===== src/rtl/ulpi_stat_pkg.sv =====
package ulpi_stat_pkg;

    localparam int STAT_W = 8;

    typedef enum logic [1:0] {
        BUS_IDLE = 2'd0,
        BUS_TURN = 2'd1,
        BUS_OWN  = 2'd2,
        BUS_REL  = 2'd3
    } bus_state_e;

    // Fields that are compared against the last byte sent
    typedef struct packed {
        logic       id;
        logic [1:0] rx_evt;
        logic [1:0] vbus;
        logic [1:0] line;
    } stat_fields_t;

    typedef struct packed {
        logic         alt;
        stat_fields_t f;
    } stat_byte_t;

    function automatic logic [1:0] enc_vbus(input logic s_end, input logic s_vld,
                                            input logic v_vld);
        if (v_vld)       return 2'b11;
        else if (s_vld)  return 2'b10;
        else if (!s_end) return 2'b01;
        else             return 2'b00;
    endfunction

    function automatic logic [1:0] enc_rx_evt(input logic act, input logic err,
                                              input logic disc);
        if (disc)           return 2'b10;
        else if (act & err) return 2'b11;
        else if (act)       return 2'b01;
        else                return 2'b00;
    endfunction

endpackage


===== src/rtl/ulpi_stat_pack.sv =====
module ulpi_stat_pack
    import ulpi_stat_pkg::*;
(
    input  logic [1:0]   line_st_i,
    input  logic         sess_end_i,
    input  logic         sess_vld_i,
    input  logic         vbus_vld_i,
    input  logic         rx_active_i,
    input  logic         rx_error_i,
    input  logic         host_disc_i,
    input  logic         id_pin_i,
    output stat_fields_t fields_o
);

    always_comb begin
        fields_o.line   = line_st_i;
        fields_o.vbus   = enc_vbus(sess_end_i, sess_vld_i, vbus_vld_i);
        fields_o.rx_evt = enc_rx_evt(rx_active_i, rx_error_i, host_disc_i);
        fields_o.id     = id_pin_i;
    end

endmodule


===== src/rtl/ulpi_id_qual.sv =====
module ulpi_id_qual #(
    parameter int WAIT_CYCLES = 10_000_000
) (
    input  logic clk,
    input  logic rst,
    input  logic pullup_i,
    output logic valid_o
);

    localparam int CNT_W = $clog2(WAIT_CYCLES + 1);
    localparam logic [CNT_W-1:0] CNT_MAX = CNT_W'(WAIT_CYCLES);

    logic [CNT_W-1:0] cnt_q;

    always_ff @(posedge clk) begin
        if (rst || !pullup_i) begin
            cnt_q <= '0;
        end else if (cnt_q != CNT_MAX) begin
            cnt_q <= cnt_q + 1'b1;
        end
    end

    assign valid_o = (cnt_q == CNT_MAX);

endmodule


===== src/rtl/ulpi_stat_bus.sv =====
module ulpi_stat_bus
    import ulpi_stat_pkg::*;
(
    input  logic              clk,
    input  logic              rst,
    input  stat_fields_t      fields_i,
    input  logic              bvalid_i,
    input  logic              rise_en_i,
    input  logic              fall_en_i,
    input  logic              rx_active_i,
    input  logic              rx_byte_valid_i,
    input  logic [STAT_W-1:0] rx_byte_i,
    output logic              dir_o,
    output logic              oe_o,
    output logic              nxt_o,
    output logic [STAT_W-1:0] data_o
);

    bus_state_e        state_q, state_d;
    stat_fields_t      last_q;
    stat_byte_t        tx_byte;
    logic              bvalid_q;
    logic              alt_pend_q;
    logic              edge_hit;
    logic              alt_now;
    logic              change;
    logic              load_stat;
    logic              load_data;
    logic              dir_q, oe_q, nxt_q;
    logic [STAT_W-1:0] data_q;

    // Enabled B-valid edge detection
    assign edge_hit = (bvalid_i & ~bvalid_q & rise_en_i) |
                      (~bvalid_i & bvalid_q & fall_en_i);
    assign alt_now  = alt_pend_q | edge_hit;

    always_comb begin
        tx_byte.alt = alt_now;
        tx_byte.f   = fields_i;
    end

    assign change = (fields_i != last_q) | alt_now;

    // Bus ownership sequencing
    always_comb begin
        state_d   = state_q;
        load_stat = 1'b0;
        load_data = 1'b0;
        unique case (state_q)
            BUS_IDLE: begin
                if (change || rx_active_i) state_d = BUS_TURN;
            end
            BUS_TURN: begin
                state_d = BUS_OWN;
                if (rx_byte_valid_i) load_data = 1'b1;
                else                 load_stat = 1'b1;
            end
            BUS_OWN: begin
                if (rx_byte_valid_i)            load_data = 1'b1;
                else if (rx_active_i || change) load_stat = 1'b1;
                else                            state_d   = BUS_REL;
            end
            BUS_REL: state_d = BUS_IDLE;
            default: state_d = BUS_IDLE;
        endcase
    end

    always_ff @(posedge clk) begin
        bvalid_q <= bvalid_i;
        if (rst) begin
            state_q    <= BUS_IDLE;
            last_q     <= '0;
            alt_pend_q <= 1'b0;
            dir_q      <= 1'b0;
            oe_q       <= 1'b0;
            nxt_q      <= 1'b0;
            data_q     <= '0;
        end else begin
            state_q <= state_d;
            dir_q   <= (state_d == BUS_TURN) || (state_d == BUS_OWN);
            oe_q    <= load_stat | load_data;
            nxt_q   <= load_data;
            if (load_data)      data_q <= rx_byte_i;
            else if (load_stat) data_q <= tx_byte;
            else                data_q <= '0;
            if (load_stat) begin
                last_q     <= fields_i;
                alt_pend_q <= 1'b0;
            end else if (edge_hit) begin
                alt_pend_q <= 1'b1;
            end
        end
    end

    assign dir_o  = dir_q;
    assign oe_o   = oe_q;
    assign nxt_o  = nxt_q;
    assign data_o = data_q;

endmodule


===== src/rtl/ulpi_stat_gen.sv =====
module ulpi_stat_gen
    import ulpi_stat_pkg::*;
#(
    parameter int ID_WAIT_CYCLES = 10_000_000
) (
    input  logic       clk,
    input  logic       rst,
    input  logic [1:0] line_st_i,
    input  logic       sess_end_i,
    input  logic       sess_vld_i,
    input  logic       vbus_vld_i,
    input  logic       rx_active_i,
    input  logic       rx_error_i,
    input  logic       host_disc_i,
    input  logic       id_pin_i,
    input  logic       id_pullup_i,
    input  logic       bvalid_i,
    input  logic       bvalid_rise_en_i,
    input  logic       bvalid_fall_en_i,
    input  logic       rx_byte_valid_i,
    input  logic [7:0] rx_byte_i,
    output logic       dir_o,
    output logic       nxt_o,
    output logic [7:0] data_o,
    output logic       data_oe_o,
    output logic       id_valid_o
);

    stat_fields_t cur_fields;

    ulpi_stat_pack pack_i (
        .line_st_i   (line_st_i),
        .sess_end_i  (sess_end_i),
        .sess_vld_i  (sess_vld_i),
        .vbus_vld_i  (vbus_vld_i),
        .rx_active_i (rx_active_i),
        .rx_error_i  (rx_error_i),
        .host_disc_i (host_disc_i),
        .id_pin_i    (id_pin_i),
        .fields_o    (cur_fields)
    );

    ulpi_stat_bus bus_i (
        .clk             (clk),
        .rst             (rst),
        .fields_i        (cur_fields),
        .bvalid_i        (bvalid_i),
        .rise_en_i       (bvalid_rise_en_i),
        .fall_en_i       (bvalid_fall_en_i),
        .rx_active_i     (rx_active_i),
        .rx_byte_valid_i (rx_byte_valid_i),
        .rx_byte_i       (rx_byte_i),
        .dir_o           (dir_o),
        .oe_o            (data_oe_o),
        .nxt_o           (nxt_o),
        .data_o          (data_o)
    );

    ulpi_id_qual #(.WAIT_CYCLES(ID_WAIT_CYCLES)) idq_i (
        .clk      (clk),
        .rst      (rst),
        .pullup_i (id_pullup_i),
        .valid_o  (id_valid_o)
    );

endmodule


===== config.mk =====
export PLATFORM = sky130hd
export DESIGN_NAME = ulpi_stat_gen
export DESIGN_NICKNAME = d
export VERILOG_FILES = /design/src/rtl/ulpi_stat_pkg.sv /design/src/rtl/ulpi_stat_pack.sv /design/src/rtl/ulpi_id_qual.sv /design/src/rtl/ulpi_stat_bus.sv /design/src/rtl/ulpi_stat_gen.sv
export SDC_FILE = /design/constraint.sdc
export NUM_CORES = 1
export LEC_CHECK = 0
export BUFFER_PORTS_ARGS = -buffer_cell sky130_fd_sc_hd__buf_2
export CAP_MARGIN = 20
export CORE_MARGIN = 2
export CORE_UTILIZATION = 50
export DETAILED_ROUTE_END_ITERATION = 7
export MAX_ROUTING_LAYER = met4
export PLACE_DENSITY_LB_ADDON = 0.25
export SLEW_MARGIN = 25
export SYNTH_ARGS = -nofsm -noshare
export SYNTH_HDL_FRONTEND = slang
export SYNTH_HIERARCHICAL = 1
export SYNTH_SLANG_ARGS = --single-unit
export TNS_END_PERCENT = 10

===== constraint.sdc =====
create_clock -name clk -period 2.3 [get_ports clk]
set_input_delay 0.115 -clock clk [delete_from_list [all_inputs] [get_ports clk]]
set_output_delay 0.115 -clock clk [all_outputs]
set_load 0.02 [all_outputs]

; ---- Word-level counts from Yosys, hierarchy flattened
; Cells that the tools add are included.
[classes]
add_sub_neg = 1
n_eq_ne = 8
muxes = 18
bitwise_logic = 11
n_reduce_logical = 7
[ops]
columns = op, n
row1 = $add A24 B1 Y24 const B, 1
row2 = $eq A24 B24 Y1 const B, 1
row3 = $ne A24 B24 Y1 const B, 1
row4 = $mux W8, 2
row5 = $mux W2, 7
row6 = $pmux W2 S4, 1
row7 = $mux W1, 7
row8 = $ne A7 B7 Y1, 1
row9 = $eq A2 B2 Y1 const B, 3
row10 = $and A1 B1 Y1, 5
row11 = $eq A2 B1 Y1 const B, 2
row12 = $or A1 B1 Y1, 4
row13 = $reduce_or A2 Y1, 2
row14 = $logic_or A1 B1 Y1, 3
row15 = $logic_not A2 Y1, 1
row16 = $not A1 Y1, 2
row17 = $pmux W1 S2, 1
row18 = $logic_not A1 Y1, 1
[totals]
reg_bits = 46
input_bits = 24
out_inout_bits = 12
wordCells = 57

; ---- Longest topological paths before layout
; Gate-level depths: netlist of run 1.
[logic_depth]
word_depth = 12
mapped_depth = 7
depth_no_buf = 7

; ---- Hierarchy
; Netlist of run 1, hierarchy kept.
[modules_own_cells]
columns = module, n_inst, cells_each, area_each_um2, seq_area_each_um2
row1 = ulpi_id_qual, 1, 141, 1184.9, 480.5
row2 = ulpi_stat_bus, 1, 77, 933.4, 440.4
row3 = ulpi_stat_pack, 1, 7, 50.0, 0.0

; ---- Worst setup path after synthesis of run 1
; No wires, ideal clock.
[synth_timing]
path_type = register to register
from = reg idq_i.cnt_q[13]
to = reg idq_i.cnt_q[0]
setup_ns = 0.072
t_arrival_ns = 1.714
required_ns = 2.228
path_slack_ns = 0.514
path_stages_with_launch = 5
n_path_buf = 0
synth_period_minus_slack_ns = 1.786
cell_sequence = dfxtp_1 > nor4b_1 > nand4_1 > nor3_1 > mux2i_1
[synth_between]
elab_chain_cells = 1
[synth_lines]
columns = element, line
row1 = from (decl), ulpi_id_qual.sv:13  ; logic [CNT_W-1:0] cnt_q;
row2 = from (signal assigned), ulpi_id_qual.sv:19  ; cnt_q <= cnt_q + 1'b1;
row3 = $ne A24 B24 Y1, ulpi_id_qual.sv:18  ; end else if (cnt_q != CNT_MAX) begin
; No other way between the ends.
; A chain may end at the register's enable or synchronous reset.

; ---- Worst setup path after layout of run 1
[layout_timing]
from = in bvalid_i
to = reg bus_i.dir_q (netlist: bus_i/dir_o)
[layout_between]
elab_chain_cells = 12
word_cells_on_any_way = 16
cone_classes = 2 x eq/ne / 4 x mux / 8 x bitwise / 2 x reduce/logical
[layout_lines]
columns = element, line
row1 = from (decl), ulpi_stat_gen.sv:17  ; input logic bvalid_i,
row2 = $not A1 Y1, ulpi_stat_bus.sv:34  ; (~bvalid_i & bvalid_q & fall_en_i);
row3 = $and A1 B1 Y1 (2 in a row), ulpi_stat_bus.sv:34
row4 = $or A1 B1 Y1 (*), ulpi_stat_bus.sv:33  ; assign edge_hit = (bvalid_i & ~bvalid_q & rise_en_i) |
row5 = $or A1 B1 Y1 (*), ulpi_stat_bus.sv:35  ; assign alt_now = alt_pend_q | edge_hit;
row6 = $or A1 B1 Y1 (*), ulpi_stat_bus.sv:42  ; assign change = (fields_i != last_q) | alt_now;
row7 = $logic_or A1 B1 Y1 (*), "ulpi_stat_bus.sv:51, ulpi_stat_bus.sv:60"
row8 = $mux W2, ulpi_stat_bus.sv:60  ; else if (rx_active_i || change) load_stat = 1'b1;
row9 = $mux W2, ulpi_stat_bus.sv:59  ; if (rx_byte_valid_i) load_data = 1'b1;
row10 = $pmux W2 S4 (*), ulpi_stat_bus.sv:49  ; unique case (state_q)
row11 = $eq A2 B1 Y1 or $eq A2 B2 Y1 (tied branches), ulpi_stat_bus.sv:80  ; dir_q <= (state_d == BUS_TURN) || (state_d == BUS_OWN);
row12 = $logic_or A1 B1 Y1 (*), ulpi_stat_bus.sv:80
row13 = to (signal assigned), ulpi_stat_bus.sv:80
row14 = to (decl), ulpi_stat_bus.sv:29  ; logic dir_q, oe_q, nxt_q;
; Mark *: on every way between the ends. The rest lies on a longest branch, timed or not.

==> impl_summary.md, run 1 <==
Run status
The flow ran to the end, and the final reports show no timing, DRC or antenna violations.

Floorplan
The die covers 0.00488 mm2. The die is 69.9 um wide. The floorplan step defined a core boundary enclosing 0.00409 mm2. The count of standard-cell rows is 23. The die is 69.9 um tall.

The count of pins on the block boundary is 36. Once the floorplan was initialized, standard cells occupied 53.1% of the core.

Critical path
The worst setup path is launched from an input pin. Counting buffers and inverters, the worst setup path is 7 cells deep. The capture instance of the worst register-to-register path is idq_i/cnt_q[20]$_SDFFE_PP0P_. The signal on the critical path passes through dlygate4sd3_1 -> buf_2 -> and3b_1 -> a311oi_2 -> nand3_2 -> a211oi_2 -> mux2_2.

The type of element capturing the critical path is a register. The number of cells on the worst reg-to-reg path is 5. Of all nets on the critical path, the largest fanout is 4. The largest single stage delay on the critical path is 520 ps.

In this run the critical register-to-register path is launched from idq_i/cnt_q[1]$_SDFFE_PP0P_. The endpoint required time on the critical path is 2500 ps. The critical path starts at bvalid_i. Together, buffers and inverters on the worst path number 2. On the critical path the largest part of the delay comes from buffers and inverters.

In this run the worst setup path terminates at bus_i/dir_o$_SDFF_PP0_. The start-to-end type of the worst setup path is input pin to register. STA puts the critical path data arrival time at 2160 ps. For flop-to-flop paths, the worst setup slack is 340 ps. Among all stages on the critical path, the largest delay is contributed by sky130_fd_sc_hd__dlygate4sd3_1.

Clock tree
The number of buffers inserted during clock tree synthesis is 5. The later pin in the worst-skew pair is clocked with a latency of 300 ps. The post-cts sizing count is 0. The maximum buffer depth of the clock tree is 2. The number of hold buffers added after CTS was 1. The root buffer cell chosen for the clock tree is sky130_fd_sc_hd__clkbuf_8. Clock-pin slew was measured on the worst setup and hold paths at 90 ps. Post-CTS timing repair inserted 0 buffers for setup. The clock tree synthesis step divided the H-tree into 2 levels. The clock sink count is 46. The TritonCTS clock tree is yes.

Layout
In the layout the commonest cells are sky130_fd_sc_hd__dfxtp_1, sky130_fd_sc_hd__buf_2, sky130_fd_sc_hd__nor2_1. After the last flow step, the layout net total stands at 288. The final standard cell area without fillers is 0.00247 mm2. The fraction of final layout cells with drive strength greater than 1 is 26.9%. The most common cell after layout, fill and taps aside is sky130_fd_sc_hd__dfxtp_1. The number of filler cells placed in the layout is 361. The post-synthesis to final-layout area growth is 13.9%. The number of antenna cells inserted is 0.

STA
The number of max-slew violations in the final report came to 0. At the pin with the least slew margin, the transition time is 545 ps. The final critical delay including setup and external delays is 1960 ps. In the final timing run, aggregate negative setup slack is 0 ps. The final number of hold-violating endpoints is 0. The number of endpoints failing setup at the final stage is 0.

Setup repair after global routing left no endpoint under its margin. The post-route clock period utilization is 85.2%. For this run, the top clock speed supported by timing is 0.510 GHz. The post-route clock skew is 5.31 ps.

The worst slew margin relative to its limit is 63.6%.

Synth
The post-synth design cell area is 0.00217 mm2. Sequential cells were found to cover 42.5% of the synthesized design area. The flip-flop and latch count after synthesis is 46. The synthesized area per cell is 9.64 um2. Yosys attributes the largest share of cell area to sky130_fd_sc_hd__dfxtp_1, sky130_fd_sc_hd__a22o_2, sky130_fd_sc_hd__xor2_1. The post-synth net total is 254. The unique cell type count in the Yosys netlist is 49.

Of the post-synthesis cell area, the dominant cell type holds 42.5%. The library cell occupying the most area in the post-synthesis netlist is sky130_fd_sc_hd__dfxtp_1. The Yosys step of the flow raised 6 warnings.

Counting every instance in the synthesized netlist gives 225.

Power and ir drop
The static leakage is 0.929 nW. The part of the total power dissipated in sequential elements is 47.7%. The internal power consumption is 0.00136 W. The power share of the clock group is 32.1%.

The share of total power dissipated in combinational logic is 20.2%. The reported net switching power is 0.000523 W. In this run switching power makes up 27.8% of total power. Across the VDD grid, the largest voltage drop is 0.442 mV. In this run the power density over the cells is 761 mW/mm2.

Drt
The remaining number of nets flagged by the antenna check after routing is 0. The via-per-instance ratio is 5.50. For this block, the via count after detailed routing is 1705. In this run, the number of DRC markers left after iteration 0 of detailed routing was 71. The number of iterations in the first detailed-routing pass is 4. After detailed routing, the average wire length per cell comes to 13.1 um. For this run, design rule violations remaining after detail routing come to 0.

The routed wire length is 4070 um.

Global routing
The number of antenna violations at the first check in global routing is 0. The pin count of the biggest net entering global routing is 22. Global routing used 18.7% of the available tracks across all layers. The leftover overflow at the end of global routing is 0. The via count of the first global-routing pass is 1683. The first global-routing pass estimated 7270 um of wire.

Placement
Routability-driven placement finished with a final weighted congestion of 0.781. The post-detailed-placement cell area is 0.00235 mm2. In this run the tool buffered the top-level ports with 35 buffer cells. Detailed placement ended at an HPWL of 2900 um.

Min path
The class of the worst hold path is input pin to register. The hold path startpoint is rx_byte_i[3].

Run
Across the run, the number of max-cap violations was 0.
## kinds of logic (layout without fill, tap and decap cells)
kind of cell               count (synthesis)  in the layout  synth area share, %
DFF                                       46             46                 42.5
AOI/OAI and AO/OA                         46             46                 16.7
xor gates and xnor gates                  15             15                 6.06
adders and majority gates                  5              5                 2.89
buffers and inverters                     22             57                 5.37
and+or+nand+nor                           87             87                 24.6
muxes                                      4              4                 1.90
## per-layer routing
| layer | wire length (um) | up-vias | global-route usage (%) | part of all wire (%) |
|---|---|---|---|---|
| li1 | - | 877 | - | - |
| met1 | 1890 | 785 | 22.1 | 46 |
| met2 | 1970 | 36 | 31.6 | 48 |
| met3 | 154 | 7 | 4.33 | 3.8 |
| met4 | 53 | 0 | 5.77 | 1.3 |
| met5 | 0 | - | - | 0 |
## final cells by class
cell class	count	area (um2)	area share, %
clock buffer	5	68.8	2.79
clock inverter	3	45.0	1.82
inverter	11	41.3	1.67
multi-input combinational	157	1130	45.8
sequential	46	921	37.3
tap	50	62.6	2.53
timing repair buffer	38	200	8.11
## cell usage after synthesis (all sizes together)
cell and instances:
a311oi 1, o22ai 1, inv 11, nor2b 6, ha 5, and2 4, nand4 6, a21oi 11
a221oi 1, or3 10, mux2 1, nor2 13, nand2 12, or4 4, nand2b 2, or2b 1
o31ai 1, dfxtp 46, nor4b 2, nand3 9, clkbuf 5, a22o 15, nand3b 1, buf 6
a31o 1, o211ai 1, and3b 2, xnor2 6, nor4 4, and4 3, o21ai 10, and2b 1
or2 1, a211oi 2, a21o 1, xor2 9, mux2i 3, o21bai 1, nor3 6
## flip-flops by register name, indices dropped and copies added (netlist names)
register	flops
bus_i/state_q	2
bus_i/oe_o	1
bus_i/data_o	8
bus_i/dir_o	1
bus_i/bvalid_q	1
idq_i/cnt_q	24
bus_i/last_q	7
bus_i/alt_pend_q	1
bus_i/nxt_o	1
## worst min path at each step
stage | depth (start not counted) | slack (ps) | end
finish | 2 | 30 | bus_i/data_o[3]$_SDFF_PP0_
global route | 2 | 20 | bus_i/data_o[0]$_SDFF_PP0_
CTS | 2 | 20 | bus_i/data_o[0]$_SDFF_PP0_
detailed placement | 1 | 260 | bus_i/bvalid_q$_DFF_P_
global placement | 1 | 250 | bus_i/bvalid_q$_DFF_P_
floorplan | 0 | 140 | bus_i/bvalid_q$_DFF_P_
## metrics by stage
stage,cells,hold slack [ps],power [W],util [%],setup WS [ps]
finish,310,28.1,0.00188,60.4,340
global placement,301,251,0.00129,57.4,373
detailed placement,301,256,0.00129,57.4,291
CTS,310,17.2,0.00190,60.4,333
global route,310,19.0,0.00198,60.4,203
floorplan,225,143,0.00119,-,514
## power groups by stage
stage                     Combinational, W  Sequential, W  Clock (W)
after floorplan                   0.000233       0.000962          0
after global placement            0.000372       0.000914          0
after detailed placement          0.000379       0.000914          0
after CTS                         0.000380       0.000897   0.000625
after global routing              0.000416       0.000907   0.000658
final                             0.000379       0.000897   0.000605
No activity file was read; power rests on OpenSTA's default activity.
==> inputs of run 2 (changes only) <==
--- a/config.mk
+++ b/config.mk
@@ -10,6 +10,7 @@
 export CORE_MARGIN = 2
 export CORE_UTILIZATION = 50
 export DETAILED_ROUTE_END_ITERATION = 7
+export GPL_TIMING_DRIVEN = 0
 export MAX_ROUTING_LAYER = met4
 export PLACE_DENSITY_LB_ADDON = 0.25
 export SLEW_MARGIN = 25
==> run 2 against run 1 <==
  * Final cell count up 1.9%
  * Die area unchanged
  * Critical endpoint is now id_valid_o
  * Design area is 1.8% higher
  * Highest routed layer unchanged
  * Largest cell class unchanged
  * Worst setup slack worse by 150 ps
  * Critical path depth is 3 lower
  * Clock skew grew 1.9 ps
  * Largest power group unchanged
==> impl_summary.md, run 2 (synthesis gave the netlist of run 1 again) <==
STA
The final number of hold-violating endpoints is 0 (unchanged). The transition time at the pin with the least slew margin is 558 ps (+12.5 ps). Setup repair after global routing left no endpoint under its margin. The post-route clock skew came to 7.21 ps (+1.90 ps). The highest attainable clock frequency is 0.473 GHz (-7.2%). The number of endpoints failing setup at the final stage is 0 (unchanged). The worst path setup slack after routing came to 187 ps (-153 ps). The worst slew margin relative to its limit is 62.5% (-1.0 points). The final critical delay including setup and external delays is 2110 ps (+153 ps). The sum of negative setup slack was 0 ps (unchanged).

The post-route clock period utilization is 91.9% (+6.7 points). The number of max-slew violations in the final report came to 0 (unchanged).

Power and ir drop
The power per cell area came to 750 mW/mm2 (-1.5%). The power share of the clock group is 32.2% (about the same). The part of the total power dissipated in sequential elements was 47.6% (about the same). The reported net switching power is 0.000520 W (-0.65%). The static leakage is 0.954 nW (+2.7%). The switching share of power was 27.6% (-0.25 points). The maximum vdd drop was 0.518 mV (+17%). The internal power consumption came to 0.00137 W (+0.59%).

The power share of the combinational group is 20.2% (about the same).

Layout
The number of filler cells placed in the layout is 366 (+1.4%). The post-synthesis to final-layout area growth is 15.9%. The area of all sequential standard cells is 921 um2 (unchanged). The footprint of the multi-input gates was 0.00113 mm2 (unchanged). The fraction of final layout cells with drive strength greater than 1 came to 26.7% (-0.23 points). The register ranked first by flip-flop count is idq_i/cnt_q.

In the layout the commonest cells are sky130_fd_sc_hd__dfxtp_1, sky130_fd_sc_hd__buf_2, sky130_fd_sc_hd__nor2_1. The number of flip-flops under the largest register name came to 24 (unchanged). The number of antenna cells inserted is 0 (unchanged). The net total in the final layout came to 294 (+2.1%). The most common cell after layout, fill and taps aside is sky130_fd_sc_hd__dfxtp_1. The final design utilization is 61.5% (+1.1 points).

Placement
The final HPWL from detailed placement is 3010 um (+3.9%). The worst slack after detailed placement is 261 ps (-29.8 ps). The routability-driven placement congestion ratio is 0.774 (-0.82%). The number of port buffers came to 32 (-8.6%).

Clock tree
The number of buffers inserted during clock tree synthesis is 5 (unchanged). The clock sink count is 46 (unchanged). The maximum level of the CTS H-tree is 2 (unchanged). The clock root buffer master is sky130_fd_sc_hd__clkbuf_8. The clock transition at the register clock pins on the worst setup and hold paths after CTS is 90 ps (about the same). The post-cts sizing count came to 0 (unchanged). The clock latency of the later-clocked register in the worst-skew pair is 300 ps (about the same). TritonCTS built the clock tree. The maximum buffer depth of the clock tree is 2 (unchanged).

Floorplan
The area enclosed by the die boundary is 0.00488 mm2 (unchanged). The die outline width came to 69.9 um (unchanged). The area of the core region is 0.00409 mm2 (unchanged). The height of the chip came to 69.9 um (unchanged). The effective utilization at floorplan is 53.1% (unchanged).

The count of pins on the block boundary is 36 (unchanged). The count of standard-cell rows was 23 (unchanged).

Global routing
The number of antenna violations at the first check in global routing is 0 (unchanged). The leftover overflow at the end of global routing is 0 (unchanged). The pin count of the biggest net entering global routing came to 16 (-27%). The first-pass GRT wire length is 7050 um (-2.9%). The via count of the first global-routing pass is 1679 (-0.24%).

The overall global routing resource usage came to 18.1% (-0.57 points).

Drt
The DRC violation total after the first TritonRoute iteration is 55 (-23%). The met3 layer wire length in the routed design is 141 um (-8.4%). The count of vias placed by the detailed router is 1693 (-0.70%). The mean routed wirelength per cell is 12.9 um (-1.9%).

The remaining number of nets flagged by the antenna check after routing came to 0 (unchanged). The wire length on met1 is 1870 um (-0.90%). The routed wire length came to 4070 um (about the same).

The DRC violation count after routing is 0 (unchanged). After detailed routing, no signal wire sits above met4. The total length of routed met2 wires is 2010 um (+1.8%). The number of iterations in the first detailed-routing pass is 4 (unchanged). The via-per-instance ratio is 5.36 (-2.6%).

Critical path
The arrival time at the worst endpoint is 2000 ps (-160 ps). The number of cells on the worst reg-to-reg path is 6 (+1). The endpoint required time on the critical path is 2180 ps (-320 ps). The cell with the largest stage delay on the worst path is sky130_fd_sc_hd__nor3_1. STA classifies the critical path endpoint as a primary output. The critical path startpoint category is a register. The longest individual stage delay on the worst path is 500 ps (-20 ps). The critical path is of the register to primary output type. The maximum fanout encountered on the critical timing path is 7 (+3). Traced cell by cell, the critical path runs through nor4b_1 -> nand4_1 -> nor3_1 -> buf_2.

Run
The count of max-cap constraint violations is 0 (unchanged).

Min path
The instance count along the most critical hold path came to 2 (unchanged). The min-delay analysis places its worst path in the category input pin to register.

Run status
The run finished with clean final reports.
run 2: cell types whose count changed in the layout (fill, tap and decap cells not counted):
cell                         delta
sky130_fd_sc_hd__buf_2          -3
sky130_fd_sc_hd__buf_4          +1
sky130_fd_sc_hd__clkinv_2       +1
sky130_fd_sc_hd__buf_6          +3
sky130_fd_sc_hd__inv_6          +1
sky130_fd_sc_hd__clkbuf_1       +5
sky130_fd_sc_hd__clkinvlp_4     -2
run 2: critical path, delay by kind of cell, from the launching register on:
kind / cells / cell delay, ps
AND/OR/NAND/NOR: 3 / 1000
flip-flops: 1 / 440
buffers and inverters: 1 / 270
run 2: final cells by class:
type	instances	area share, %
Buffer	11	2.99
Inverter	11	1.64
Sequential cell	46	36.6
Clock inverter	3	1.74
Clock buffer	5	2.74
Timing Repair Buffer	33	6.77
Multi-Input combinational cell	157	45.0
Tap cell	50	2.49
run 2: what timing repair did:
item,CTS,global route
endpoints found under the setup margin,0,0
buffers inserted,0,0
hold buffers,1,0
endpoints found under the hold margin,1,0
run 2: through the flow:
step / std cells / power (W) / cell area, um2 / hold slack [ps]
floorplan: 225 / 0.00119 / 2170 / 143
global placement: 307 / 0.00129 / 2390 / 251
detailed placement: 307 / 0.00130 / 2390 / 258
CTS: 316 / 0.00190 / 2510 / 18.1
global route: 316 / 0.00198 / 2510 / 11.1
finish: 316 / 0.00189 / 2510 / 27.3
run 2: final timing paths:
| path | startpoint | end | slack, ps |
|---|---|---|---|
| worst min-delay path | rx_byte_i[7] | bus_i/data_o[7]$_SDFF_PP0_ | 30 |
| worst min register to register | idq_i/cnt_q[23]$_SDFFE_PP0P_ | idq_i/cnt_q[23]$_SDFFE_PP0P_ | 490 |
| worst max-delay path | idq_i/cnt_q[15]$_SDFFE_PP0P_ | id_valid_o | 190 |
| worst max register to register | idq_i/cnt_q[0]$_SDFFE_PP0P_ | idq_i/cnt_q[22]$_SDFFE_PP0P_ | 330 |
run 2: metal layers:
layer	global-route usage (%)	vias to the layer above
met5	-	-
met4	4.49	0
met3	4.33	6
met2	31.7	29
met1	20.9	774
li1	-	884
run 2: power by group through the flow:
stage	Clock [W]	Combinational, W	Sequential, W
after floorplan	0	0.000233	0.000962
after global placement	0	0.000378	0.000914
after detailed placement	0	0.000382	0.000916
after CTS	0.000620	0.000385	0.000898
after global routing	0.000659	0.000417	0.000907
final	0.000607	0.000380	0.000898
